`src/rtl/cts_pkg.sv`:
```
package cts_pkg;
   typedef enum logic [2:0] {
      ST_IDLE,
      ST_LOAD,
      ST_LDWAIT,
      ST_MAC,
      ST_STORE
   } cts_state_e;
endpackage

```
`src/rtl/cts_loop_pair.sv`:
```
module cts_loop_pair #(
   parameter int W = 4
) (
   input  logic         clk,
   input  logic         rst_n,
   input  logic         clr,
   input  logic         step,
   input  logic [W-1:0] lim_out,
   input  logic [W-1:0] lim_in,
   output logic [W-1:0] idx_out,
   output logic [W-1:0] idx_in,
   output logic         last
);
   logic wrap_in;

   assign wrap_in = (idx_in == lim_in - W'(1));
   assign last    = wrap_in && (idx_out == lim_out - W'(1));

   always_ff @(posedge clk or negedge rst_n) begin
      if (!rst_n) begin
         idx_out <= '0;
         idx_in  <= '0;
      end else if (clr) begin
         idx_out <= '0;
         idx_in  <= '0;
      end else if (step) begin
         if (wrap_in) begin
            idx_in  <= '0;
            idx_out <= last ? '0 : idx_out + W'(1);
         end else begin
            idx_in <= idx_in + W'(1);
         end
      end
   end

   // inner counter advances first, outer only on inner wrap
   p_inner_first_r1: assert property (@(posedge clk) disable iff (!rst_n)
      (step && !clr && !wrap_in) |=> (idx_in == $past(idx_in) + W'(1)) && $stable(idx_out));
endmodule

```
`src/rtl/cts_cfg_check.sv`:
```
module cts_cfg_check #(
   parameter int CNT_W    = 4,
   parameter int W0_DEPTH = 4,
   parameter int I0_DEPTH = 6,
   parameter int O0_DEPTH = 4
) (
   input  logic [CNT_W-1:0] e0,
   input  logic [CNT_W-1:0] e1,
   input  logic [CNT_W-1:0] r0,
   input  logic [CNT_W-1:0] r1,
   output logic             fits
);
   if (W0_DEPTH < 1 || O0_DEPTH < 1) begin : g_bad_depth
      $error("tile depths must be at least one");
   end
   if (I0_DEPTH < W0_DEPTH && I0_DEPTH < O0_DEPTH) begin : g_bad_in
      $error("input tile smaller than both other tiles");
   end
   if (O0_DEPTH >= (1 << CNT_W) || W0_DEPTH >= (1 << CNT_W)) begin : g_bad_cnt
      $error("counter width too small for tile depths");
   end

   logic nonzero;
   logic in_cap;
   assign nonzero = (e0 != '0) && (e1 != '0) && (r0 != '0) && (r1 != '0);
   assign in_cap  = (int'(e0) + int'(r0)) <= (I0_DEPTH + 1);
   assign fits    = nonzero && in_cap &&
                    (int'(e0) <= O0_DEPTH) && (int'(r0) <= W0_DEPTH);
endmodule

```
`src/rtl/cts_l0_buf.sv`:
```
module cts_l0_buf #(
   parameter int DEPTH  = 4,
   parameter int DW     = 8,
   parameter int ADDR_W = 5
) (
   input  logic              clk,
   input  logic              rst_n,
   input  logic              we,
   input  logic [ADDR_W-1:0] waddr,
   input  logic [DW-1:0]     wdata,
   input  logic [ADDR_W-1:0] raddr,
   output logic [DW-1:0]     rdata
);
   if (DEPTH > (1 << ADDR_W)) begin : g_bad_addr
      $error("address too narrow for depth");
   end

   logic [DW-1:0] slot [DEPTH];

   for (genvar g = 0; g < DEPTH; g++) begin : g_slot
      always_ff @(posedge clk) begin
         if (we && (waddr == ADDR_W'(g))) slot[g] <= wdata;
      end
   end

   always_comb begin
      rdata = '0;
      for (int k = 0; k < DEPTH; k++) begin
         if (raddr == ADDR_W'(k)) rdata = slot[k];
      end
   end

   // a legal configuration never addresses beyond the tile
   p_tile_write_bound_r4: assert property (@(posedge clk) disable iff (!rst_n)
      we |-> (int'(waddr) < DEPTH));
endmodule

```
`src/rtl/conv_tile_seq.sv`:
```
module conv_tile_seq #(
   parameter int CNT_W    = 4,
   parameter int IDX_W    = 10,
   parameter int DW       = 8,
   parameter int AW       = 24,
   parameter int W0_DEPTH = 4,
   parameter int I0_DEPTH = 6,
   parameter int O0_DEPTH = 4
) (
   input  logic             clk,
   input  logic             rst_n,
   input  logic             start,
   input  logic [CNT_W-1:0] cfg_e0,
   input  logic [CNT_W-1:0] cfg_e1,
   input  logic [CNT_W-1:0] cfg_r0,
   input  logic [CNT_W-1:0] cfg_r1,
   output logic             busy,
   output logic             done,
   output logic             cfg_err,
   output logic             w1_rd_en,
   output logic [IDX_W-1:0] w1_rd_addr,
   input  logic [DW-1:0]    w1_rd_data,
   output logic             i1_rd_en,
   output logic [IDX_W-1:0] i1_rd_addr,
   input  logic [DW-1:0]    i1_rd_data,
   output logic             o1_rd_en,
   output logic [IDX_W-1:0] o1_rd_addr,
   input  logic [AW-1:0]    o1_rd_data,
   output logic             o1_wr_en,
   output logic [IDX_W-1:0] o1_wr_addr,
   output logic [AW-1:0]    o1_wr_data,
   output logic             mac_valid,
   output logic [IDX_W-1:0] mac_o_idx,
   output logic [IDX_W-1:0] mac_w_idx,
   output logic [IDX_W-1:0] mac_i_idx
);
   import cts_pkg::*;

   localparam int LW     = CNT_W + 1;
   localparam int PROD_W = 2 * DW;

   if (IDX_W < 2 * CNT_W + 1) begin : g_bad_idx
      $error("index width cannot hold the largest index");
   end
   if (AW < PROD_W) begin : g_bad_acc
      $error("accumulator narrower than a product");
   end

   cts_state_e        state;
   logic [CNT_W-1:0]  c_e0, c_e1, c_r0, c_r1;
   logic              cfg_fits;
   logic [CNT_W-1:0]  e1, r1, e0, r0;
   logic              l1_last, l0_last;
   logic              l1_clr, l1_step, l0_clr, l0_step;
   logic [LW-1:0]     ld_k, ld_len;
   logic [CNT_W-1:0]  st_k;
   logic              done_q, err_q;
   logic              pd_v, pd_w, pd_o, pd_zero;
   logic [LW-1:0]     pd_k;
   logic [IDX_W-1:0]  base_o, base_w;
   logic [DW-1:0]     w_tile, i_tile;
   logic [AW-1:0]     acc_rd, acc_wdata, mac_sum;
   logic [LW-1:0]     acc_waddr, acc_raddr, w_raddr, i_raddr;
   logic              acc_we;
   logic [PROD_W-1:0] product;

   cts_cfg_check #(
      .CNT_W(CNT_W), .W0_DEPTH(W0_DEPTH), .I0_DEPTH(I0_DEPTH), .O0_DEPTH(O0_DEPTH)
   ) u_check (
      .e0(cfg_e0), .e1(cfg_e1), .r0(cfg_r0), .r1(cfg_r1), .fits(cfg_fits)
   );

   cts_loop_pair #(.W(CNT_W)) u_l1 (
      .clk(clk), .rst_n(rst_n), .clr(l1_clr), .step(l1_step),
      .lim_out(c_e1), .lim_in(c_r1), .idx_out(e1), .idx_in(r1), .last(l1_last)
   );

   cts_loop_pair #(.W(CNT_W)) u_l0 (
      .clk(clk), .rst_n(rst_n), .clr(l0_clr), .step(l0_step),
      .lim_out(c_e0), .lim_in(c_r0), .idx_out(e0), .idx_in(r0), .last(l0_last)
   );

   assign base_o = IDX_W'(e1) * IDX_W'(c_e0);
   assign base_w = IDX_W'(r1) * IDX_W'(c_r0);
   assign ld_len = LW'(c_e0) + LW'(c_r0) - LW'(1);

   assign busy      = (state != ST_IDLE);
   assign done      = done_q;
   assign cfg_err   = err_q;
   assign mac_valid = (state == ST_MAC);

   assign l1_clr  = (state == ST_IDLE) && start;
   assign l1_step = (state == ST_STORE) && (st_k == c_e0 - CNT_W'(1)) && !l1_last;
   assign l0_clr  = (state == ST_LDWAIT);
   assign l0_step = mac_valid;

   // level-1 read requests during the tile fill
   assign i1_rd_en   = (state == ST_LOAD);
   assign i1_rd_addr = base_o + base_w + IDX_W'(ld_k);
   assign w1_rd_en   = (state == ST_LOAD) && (ld_k < LW'(c_r0));
   assign w1_rd_addr = base_w + IDX_W'(ld_k);
   assign o1_rd_en   = (state == ST_LOAD) && (ld_k < LW'(c_e0)) && (r1 != '0);
   assign o1_rd_addr = base_o + IDX_W'(ld_k);

   always_ff @(posedge clk or negedge rst_n) begin
      if (!rst_n) begin
         pd_v    <= 1'b0;
         pd_w    <= 1'b0;
         pd_o    <= 1'b0;
         pd_zero <= 1'b0;
         pd_k    <= '0;
      end else begin
         pd_v    <= (state == ST_LOAD);
         pd_w    <= w1_rd_en;
         pd_o    <= (state == ST_LOAD) && (ld_k < LW'(c_e0));
         pd_zero <= (r1 == '0);
         pd_k    <= ld_k;
      end
   end

   // tile register files
   assign w_raddr = LW'(r0);
   assign i_raddr = LW'(e0) + LW'(r0);

   cts_l0_buf #(.DEPTH(W0_DEPTH), .DW(DW), .ADDR_W(LW)) u_wbuf (
      .clk(clk), .rst_n(rst_n), .we(pd_v && pd_w), .waddr(pd_k), .wdata(w1_rd_data),
      .raddr(w_raddr), .rdata(w_tile)
   );

   cts_l0_buf #(.DEPTH(I0_DEPTH), .DW(DW), .ADDR_W(LW)) u_ibuf (
      .clk(clk), .rst_n(rst_n), .we(pd_v), .waddr(pd_k), .wdata(i1_rd_data),
      .raddr(i_raddr), .rdata(i_tile)
   );

   assign product   = PROD_W'(w_tile) * PROD_W'(i_tile);
   assign mac_sum   = acc_rd + AW'(product);
   assign acc_we    = (pd_v && pd_o) || mac_valid;
   assign acc_waddr = mac_valid ? LW'(e0) : pd_k;
   assign acc_wdata = mac_valid ? mac_sum : (pd_zero ? '0 : o1_rd_data);
   assign acc_raddr = (state == ST_STORE) ? LW'(st_k) : LW'(e0);

   cts_l0_buf #(.DEPTH(O0_DEPTH), .DW(AW), .ADDR_W(LW)) u_abuf (
      .clk(clk), .rst_n(rst_n), .we(acc_we), .waddr(acc_waddr), .wdata(acc_wdata),
      .raddr(acc_raddr), .rdata(acc_rd)
   );

   assign mac_o_idx = base_o + IDX_W'(e0);
   assign mac_w_idx = base_w + IDX_W'(r0);
   assign mac_i_idx = base_o + base_w + IDX_W'(e0) + IDX_W'(r0);

   assign o1_wr_en   = (state == ST_STORE);
   assign o1_wr_addr = base_o + IDX_W'(st_k);
   assign o1_wr_data = acc_rd;

   // sequencing
   always_ff @(posedge clk or negedge rst_n) begin
      if (!rst_n) begin
         state  <= ST_IDLE;
         c_e0   <= '0;
         c_e1   <= '0;
         c_r0   <= '0;
         c_r1   <= '0;
         ld_k   <= '0;
         st_k   <= '0;
         done_q <= 1'b0;
         err_q  <= 1'b0;
      end else begin
         done_q <= 1'b0;
         unique case (state)
            ST_IDLE: begin
               if (start) begin
                  c_e0 <= cfg_e0;
                  c_e1 <= cfg_e1;
                  c_r0 <= cfg_r0;
                  c_r1 <= cfg_r1;
                  ld_k <= '0;
                  if (cfg_fits) begin
                     err_q <= 1'b0;
                     state <= ST_LOAD;
                  end else begin
                     err_q  <= 1'b1;
                     done_q <= 1'b1;
                  end
               end
            end
            ST_LOAD: begin
               ld_k <= ld_k + LW'(1);
               if (ld_k == ld_len - LW'(1)) state <= ST_LDWAIT;
            end
            ST_LDWAIT: state <= ST_MAC;
            ST_MAC: begin
               if (l0_last) begin
                  st_k  <= '0;
                  state <= ST_STORE;
               end
            end
            ST_STORE: begin
               st_k <= st_k + CNT_W'(1);
               if (st_k == c_e0 - CNT_W'(1)) begin
                  ld_k <= '0;
                  if (l1_last) begin
                     state  <= ST_IDLE;
                     done_q <= 1'b1;
                  end else begin
                     state <= ST_LOAD;
                  end
               end
            end
            default: state <= ST_IDLE;
         endcase
      end
   end

   // a refused configuration never starts a run
   p_err_idle_r4: assert property (@(posedge clk) disable iff (!rst_n)
      cfg_err |-> !busy);
   // nothing is requested or computed while idle
   p_idle_quiet_r8: assert property (@(posedge clk) disable iff (!rst_n)
      !busy |-> !(mac_valid || o1_wr_en || o1_rd_en || i1_rd_en || w1_rd_en));
   // the end pulse never overlaps a run
   p_done_idle_r9: assert property (@(posedge clk) disable iff (!rst_n)
      done |-> !busy);
   // latched factors hold for the whole run
   p_cfg_hold_r7: assert property (@(posedge clk) disable iff (!rst_n)
      (busy && $past(busy)) |-> $stable({c_e0, c_e1, c_r0, c_r1}));
   // weight index stays inside the filter
   p_w_idx_bound_r2: assert property (@(posedge clk) disable iff (!rst_n)
      mac_valid |-> (int'(mac_w_idx) < int'(c_r0) * int'(c_r1)));
   // writeback stays inside the output vector
   p_wb_bound_r6: assert property (@(posedge clk) disable iff (!rst_n)
      o1_wr_en |-> (int'(o1_wr_addr) < int'(c_e0) * int'(c_e1)));
endmodule

```
`config.mk`:
```
export PLATFORM = sky130hd
export DESIGN_NAME = conv_tile_seq
export DESIGN_NICKNAME = d
export VERILOG_FILES = /design/src/rtl/cts_pkg.sv /design/src/rtl/cts_loop_pair.sv /design/src/rtl/cts_cfg_check.sv /design/src/rtl/cts_l0_buf.sv /design/src/rtl/conv_tile_seq.sv
export SDC_FILE = /design/constraint.sdc
export NUM_CORES = 1
export LEC_CHECK = 0
export BUFFER_PORTS_ARGS = -buffer_cell sky130_fd_sc_hd__buf_4
export CAP_MARGIN = 20
export CORE_ASPECT_RATIO = 1.25
export CORE_MARGIN = 2
export CORE_UTILIZATION = 65
export CTS_CLUSTER_DIAMETER = 100
export DETAILED_ROUTE_END_ITERATION = 12
export PLACE_DENSITY_LB_ADDON = 0.2
export SLEW_MARGIN = 10
export SYNTH_ARGS = -nofsm -noshare
export SYNTH_HDL_FRONTEND = slang
export SYNTH_SLANG_ARGS = --single-unit
```
`constraint.sdc`:
```
create_clock -name clk -period 16.9 [get_ports clk]
set_input_delay 1.69 -clock clk [delete_from_list [all_inputs] [get_ports clk]]
set_output_delay 1.69 -clock clk [all_outputs]
set_load 0.005 [all_outputs]
```
# Word level (Yosys, flattened, before mapping)
# Memory sizes are Yosys's and may differ from the RTL's.
# Index checks and enable logic that the tools add are counted.
[totals]
regBits = 55
mem_bits_rw = 176
inputBits = 59
n_memories = 3
[memory_table]
columns = ["name", "words", "width", "rd", "rd_ports_with_merged_regs", "wr", "line_no", "rtl"]
rows = [
  ["u_abuf.slot", 4, 24, 4, 0, 1, "cts_l0_buf.sv:18", "logic [DW-1:0] slot [DEPTH];"],
  ["u_ibuf.slot", 6, 8, 6, 0, 1, "cts_l0_buf.sv:18", ""],
  ["u_wbuf.slot", 4, 8, 4, 0, 1, "cts_l0_buf.sv:18", ""],
]
[classes]
addsub = 25
mul = 3
order_cmp = 5
eq_ne = 34
mux = 110
n_reduce_logical = 68
[op_table]
columns = ["cell", "count"]
rows = [
  ["$mux W24", 9],
  ["$mux W8", 18],
  ["$reduce_or A24 Y1", 3],
  ["$mux W4", 16],
  ["$reduce_or A8 Y1", 8],
  ["$mux W1", 44],
  ["$le A32 B4 Y1 const B", 1],
  ["$eq A5 B2 Y1 const B", 6],
  ["$logic_and A1 B1 Y1", 30],
  ["$mux W3", 10],
  ["$add A8 B4 Y9", 3],
  ["$logic_not A5 Y1", 5],
  ["$add A24 B16 Y24", 1],
  ["$add A4 B1 Y4 const B", 5],
  ["$eq A4 B4 Y1", 5],
  ["$eq A5 B3 Y1 const B", 4],
  ["$reduce_bool A4 Y1", 5],
  ["$add A8 B5 Y9", 2],
  ["$eq A4 B2 Y1 const B", 4],
  ["$mul A4 B4 Y8", 2],
  ["$mul A8 B8 Y16", 1],
  ["$sub A4 B1 Y4 const B", 4],
  ["$add A4 B4 Y5", 3],
  ["$eq A5 B1 Y1 const B", 3],
  ["30 further kinds", 53],
]

# Longest topological paths before layout
[logic_depth]
ltp_word = 14
depth_mapped = 27
depth_no_buf = 26

# Modules after synthesis
# Synthesis repeated with hierarchy kept, for this count alone.
[hier_totals]
cells_unflattened = 1557
hier_area_um2 = 16604.7
[modules_own_cells]
columns = ["module", "n_inst", "cells_per_inst", "area_per_inst_um2", "seq_area_each_um2"]
rows = [
  ["conv_tile_seq", 1, 1001, 8209.1, 975.9],
  ["cts_l0_buf at u_abuf", 1, 189, 3668.5, 2882.8],
  ["cts_l0_buf at u_ibuf", 1, 135, 1971.9, 1441.4],
  ["cts_loop_pair", 2, 71, 665.6, 200.2],
  ["cts_l0_buf at u_wbuf", 1, 69, 1244.9, 960.9],
  ["cts_cfg_check", 1, 21, 178.9, 0.0],
]

# Least setup slack after synthesis
# No wires, ideal clock.
[synth_timing]
kind = "reg-to-reg"
start = "reg u_l0.idx_out[0]"
end = "mem u_abuf.slot[0][23] (netlist bit) (data pin)"
setup_ns = 0.219
t_arrival_ns = 6.719
setup_slack_ns = 9.962
path_stages_with_launch = 26
period_less_slack_ns = 6.938
cell_sequence = "dfrtp_1 ha_1 fa_1 clkbuf_1 buf_1 mux2i_1 nor2_1 a21oi_1 o22ai_1 o21ai_1 or2_2 fa_1 fa_1 inv_1 fa_1 inv_1 fa_1 inv_1 ha_1 o21a_1 o31ai_1 a31o_2 a211oi_1 nor3_1 o31a_1 o31ai_1"
[synth_via]
elab_chain_cells = 14
elab_cells_between_ends = 39
[synth_rtl]
columns = ["element", "line_no", "rtl"]
rows = [
  ["start, declared", "cts_loop_pair.sv:10", "output logic [W-1:0] idx_out,"],
  ["start signal, assigned", "cts_loop_pair.sv:29", "idx_out <= last ? '0 : idx_out + W'(1);"],
  ["$add A4 B4 Y5", "conv_tile_seq.sv:123", "assign i_raddr = LW'(e0) + LW'(r0);"],
  ["$logic_not A5 Y1", "cts_l0_buf.sv:29", "if (raddr == ADDR_W'(k)) rdata = slot[k];"],
  ["$mux W8 (6 in a row)", "cts_l0_buf.sv:29", ""],
  ["$mul A8 B8 Y16", "conv_tile_seq.sv:135", "assign product = PROD_W'(w_tile) * PROD_W'(i_tile);"],
  ["$add A24 B16 Y24 *", "conv_tile_seq.sv:136", "assign mac_sum = acc_rd + AW'(product);"],
  ["$mux W24 *", "conv_tile_seq.sv:139", "assign acc_wdata = mac_valid ? mac_sum : (pd_zero ? '0 : o1_rd_data);"],
  ["named net acc_wdata[23]", "conv_tile_seq.sv:62", "logic [AW-1:0] acc_rd, acc_wdata, mac_sum;"],
  ["$mux W24 (no line) (2 in a row)", "--", ""],
  ["$mux W24 (no line) *", "--", ""],
  ["end, declared", "cts_l0_buf.sv:18", ""],
]
# Mark *: on every way through the listed nets, which the timed path passes. The rest lies on a longest branch.

# Final worst setup path
[layout_timing]
start = "reg u_l0.idx_out[1]"
end = "mem u_abuf.slot[0][23] (netlist bit) (data pin)"
# Same word-level chain as after synthesis.

==> run summary <==
Register area: 6661 um2
Clock network latency to the later pin of the worst-skew pair: 0.52 ns
Root buffer cell: clkbuf_16
Cell taking the most area after synthesis: edfxtp_1
Row count: 64
CTS H-tree depth: 1
Worst setup EP type: flip-flop
Die H: 179.7 um
Slew headroom: 31.15%
First-pass GRT wire length: 63720 um
Die area: 25970 um2
Kind of critical path: flip-flop to flip-flop
RSZ-0062 raised after global routing: no
Overflow after GRT: 0
Most instantiated cells after synthesis: 176 x edfxtp_1, 173 x inv_1, 139 x ha_1, 127 x nand2_1, 99 x nor2_1
Final min period: 8.529 ns
Initial core utilization: 65.92%
CTS tree: built
Ratio of cells with drive above 1 in the final layout: 14.40%
DRT Pass-1 Iters: 6
Final wirelength: 39580 um
Routability cong.: 0.9253
Vias in the first global route: 12430
Final Core Density: 75.04%
WL/cell: 19.68 um
FF+latch count, synth: 231
Crit share post-route: 50.47%
Synth cell types: 73
DP Cell Count: 1966
Setup tns final: 0 ns
Ys async rst share: 23.81%
Post_cts resized: 0
Global Route Usage Sum: 31.44%
Max_cap viols: 0
# diodes: 0
Antenna violations before repair: 0
IO buf count: 155
CTS Sinks: 231
Synth area leaders: edfxtp_1 33%, ha_1 11%, fa_1 9.1%
Worst Path Required: 17.16 ns
Largest net degree at the start of global routing: 56
Post-synth EDFFs: 176
FMAX: 117.2 MHz
DRC: 0
Post-CTS Hold Fix Bufs: 0
DRT iter0 DRCs: 701
Core area: 24340 um2
Clock Skews: 0.01416 ns
Slew Viols, Final: 0
Chip Width: 144.5 um
Arr. time, crit path: 8.79 ns
Post-CTS setup repair buffer count: 0
Critical Path Fanout Max: 18
Startpoint Class: flip-flop
Most frequent cell after synthesis: edfxtp_1
Hold_ws: 0.4877 ns
Final Hold Vio Count: 0
Max Buffers Root-to-Sink: 3
Post-Syn Instances: 1519
DR vias/cell: 5.974
Synth-to-layout area growth: 13.83%
Hold crit path type: flip-flop to flip-flop
Avg Cell Area, Syn: 10.56 um2
Routed Antenna Nets: 0
Filler instances: 1760
Final nets: 1934
Mapped cell area: 16050 um2
Boundary pin count: 161
Multi-input logic area: 8507 um2
Final setup fails: 0
Share of the synthesized area in the top cell type: 32.94%
Clk slew on worst S/H paths: 0.07 ns
DPL Wire Length: 29310 um
Post-synthesis sequential area ratio: 41.51%
Final Non-Filler Cells: 2011
Outcome: finished clean
Via count: 12010
Yosys warns: 0
Top FF cell, synth: edfxtp_1
Worst Tran Pin Value: 1.029 ns
TritonCTS Buffers: 24
flip-flops by register name, indices dropped and copies added, names as in the netlist:
signal,cells
u_abuf.slot,96
u_ibuf.slot,48
u_wbuf.slot,32
ld_k,5
pd_k,5
c_e0,4
c_e1,4
c_r0,4
c_r1,4
st_k,4
u_l0.idx_in,4
u_l0.idx_out,4
u_l1.idx_in,4
u_l1.idx_out,4
state,3
cfg_err,1
done,1
pd_o,1
pd_v,1
pd_w,1
pd_zero,1
through the flow:
stage / instance area [um2] / worst slack, ns
floorplan: 16060 / 9.962
global placement: 17490 / 8.908
detailed placement: 17490 / 8.593
CTS: 18260 / 8.428
global route: 18270 / 7.910
finish: 18270 / 8.371
worst paths after layout:
| path | start | endpoint | slack (ns) | depth (start not counted) |
|---|---|---|---|---|
| max | u_l0.idx_out[1]$_DFFE_PN0P_ | u_abuf.slot[0][23]$_DFFE_PP_ | 8.37 | 20 |
| min | cfg_err$_DFFE_PN0P_ | cfg_err$_DFFE_PN0P_ | 0.49 | 2 |
| max reg2reg | u_l0.idx_out[1]$_DFFE_PN0P_ | u_abuf.slot[0][23]$_DFFE_PP_ | 8.37 | 20 |
| min reg2reg | cfg_err$_DFFE_PN0P_ | cfg_err$_DFFE_PN0P_ | 0.49 | 2 |
| max in group asynchronous | rst_n | c_e0[3]$_DFFE_PN0P_ | 15.21 | 1 |
| min in group asynchronous | rst_n | c_r0[1]$_DFFE_PN0P_ | 1.20 | 1 |
cells in the final DEF, fill, tap and decap left out, types with 5 or more instances in the layout:
cell,Yosys,final
a21o_1,31,31
o31ai_1,7,7
fa_1,73,73
mux2_2,11,11
conb_1,1,5
o21bai_1,7,7
buf_4,5,166
nor2b_1,20,20
and2_1,27,27
a221oi_1,17,17
a21oi_1,60,60
xnor2_1,61,61
edfxtp_1,176,176
or2_2,7,7
nand3_1,35,35
o21a_1,5,5
or3_1,8,8
nand3b_1,26,26
nor2_1,99,99
a32oi_1,5,5
o22ai_1,5,5
mux2i_1,5,5
nand2b_1,16,16
a22oi_1,42,42
o21ai_0,78,76
dfrtp_1,55,55
clkbuf_1,36,6
nand2_1,127,127
nor4_1,13,12
clkbuf_16,0,26
xor2_1,40,40
ha_1,139,139
nor3_1,22,22
or4_1,5,5
inv_1,173,173
nand4_1,7,7
cell families (layout without fill, tap and decap cells):
logic type               after synthesis  after routing  synth area share (%)
multiplexers                          19             19                 1.357
AO/OA/AOI/OAI                        288            288                 11.65
AND/OR/NAND/NOR                      432            432                 13.44
buffers and inverters                229            387                 5.700
other                                  1              5               0.02337
XOR/XNOR                             107            107                 6.370
flip-flops                           231            231                 41.51
adder cells (fa/ha/maj)              212            212                 19.95
final cells by class:
class	count	area share (%)
Clock buffer	33	3.761
Clock inverter	11	0.4315
Multi-Input combinational cell	1063	46.57
Inverter	176	3.644
Timing Repair Buffer	167	6.863
Sequential cell	231	36.47
Tap cell	330	2.260
layer usage:
| metal | track usage, % | routed length (um) | part of all wire (%) |
|---|---|---|---|
| met1 | 37.27 | 14460 | 37 |
| met3 | 4.209 | 2438 | 6.2 |
| met4 | 16.74 | 2319 | 5.9 |
| met5 | 0 | 0 | 0 |
| met2 | 55.01 | 20360 | 51 |
critical path, stage by stage (launching register included):
cell and delay [ns]:
dfrtp_1 0.79, fa_1 0.84, nor3_1 0.63, and2_1 0.46, nand2_1 0.13, o21ai_1 0.52, nor2_1 0.15, fa_1 0.52
fa_1 0.52, fa_1 0.55, inv_1 0.06, fa_1 0.54, inv_1 0.05, ha_1 0.31, o21ai_0 0.15, a211o_1 0.26
a31o_2 0.25, a211oi_1 0.57, nor3_1 0.19, o31a_1 0.30, o31ai_1 0.46
Power is left out: the tool's default activity adds up to more than one toggle a clock period on the data nets, which glitch-free logic cannot reach.
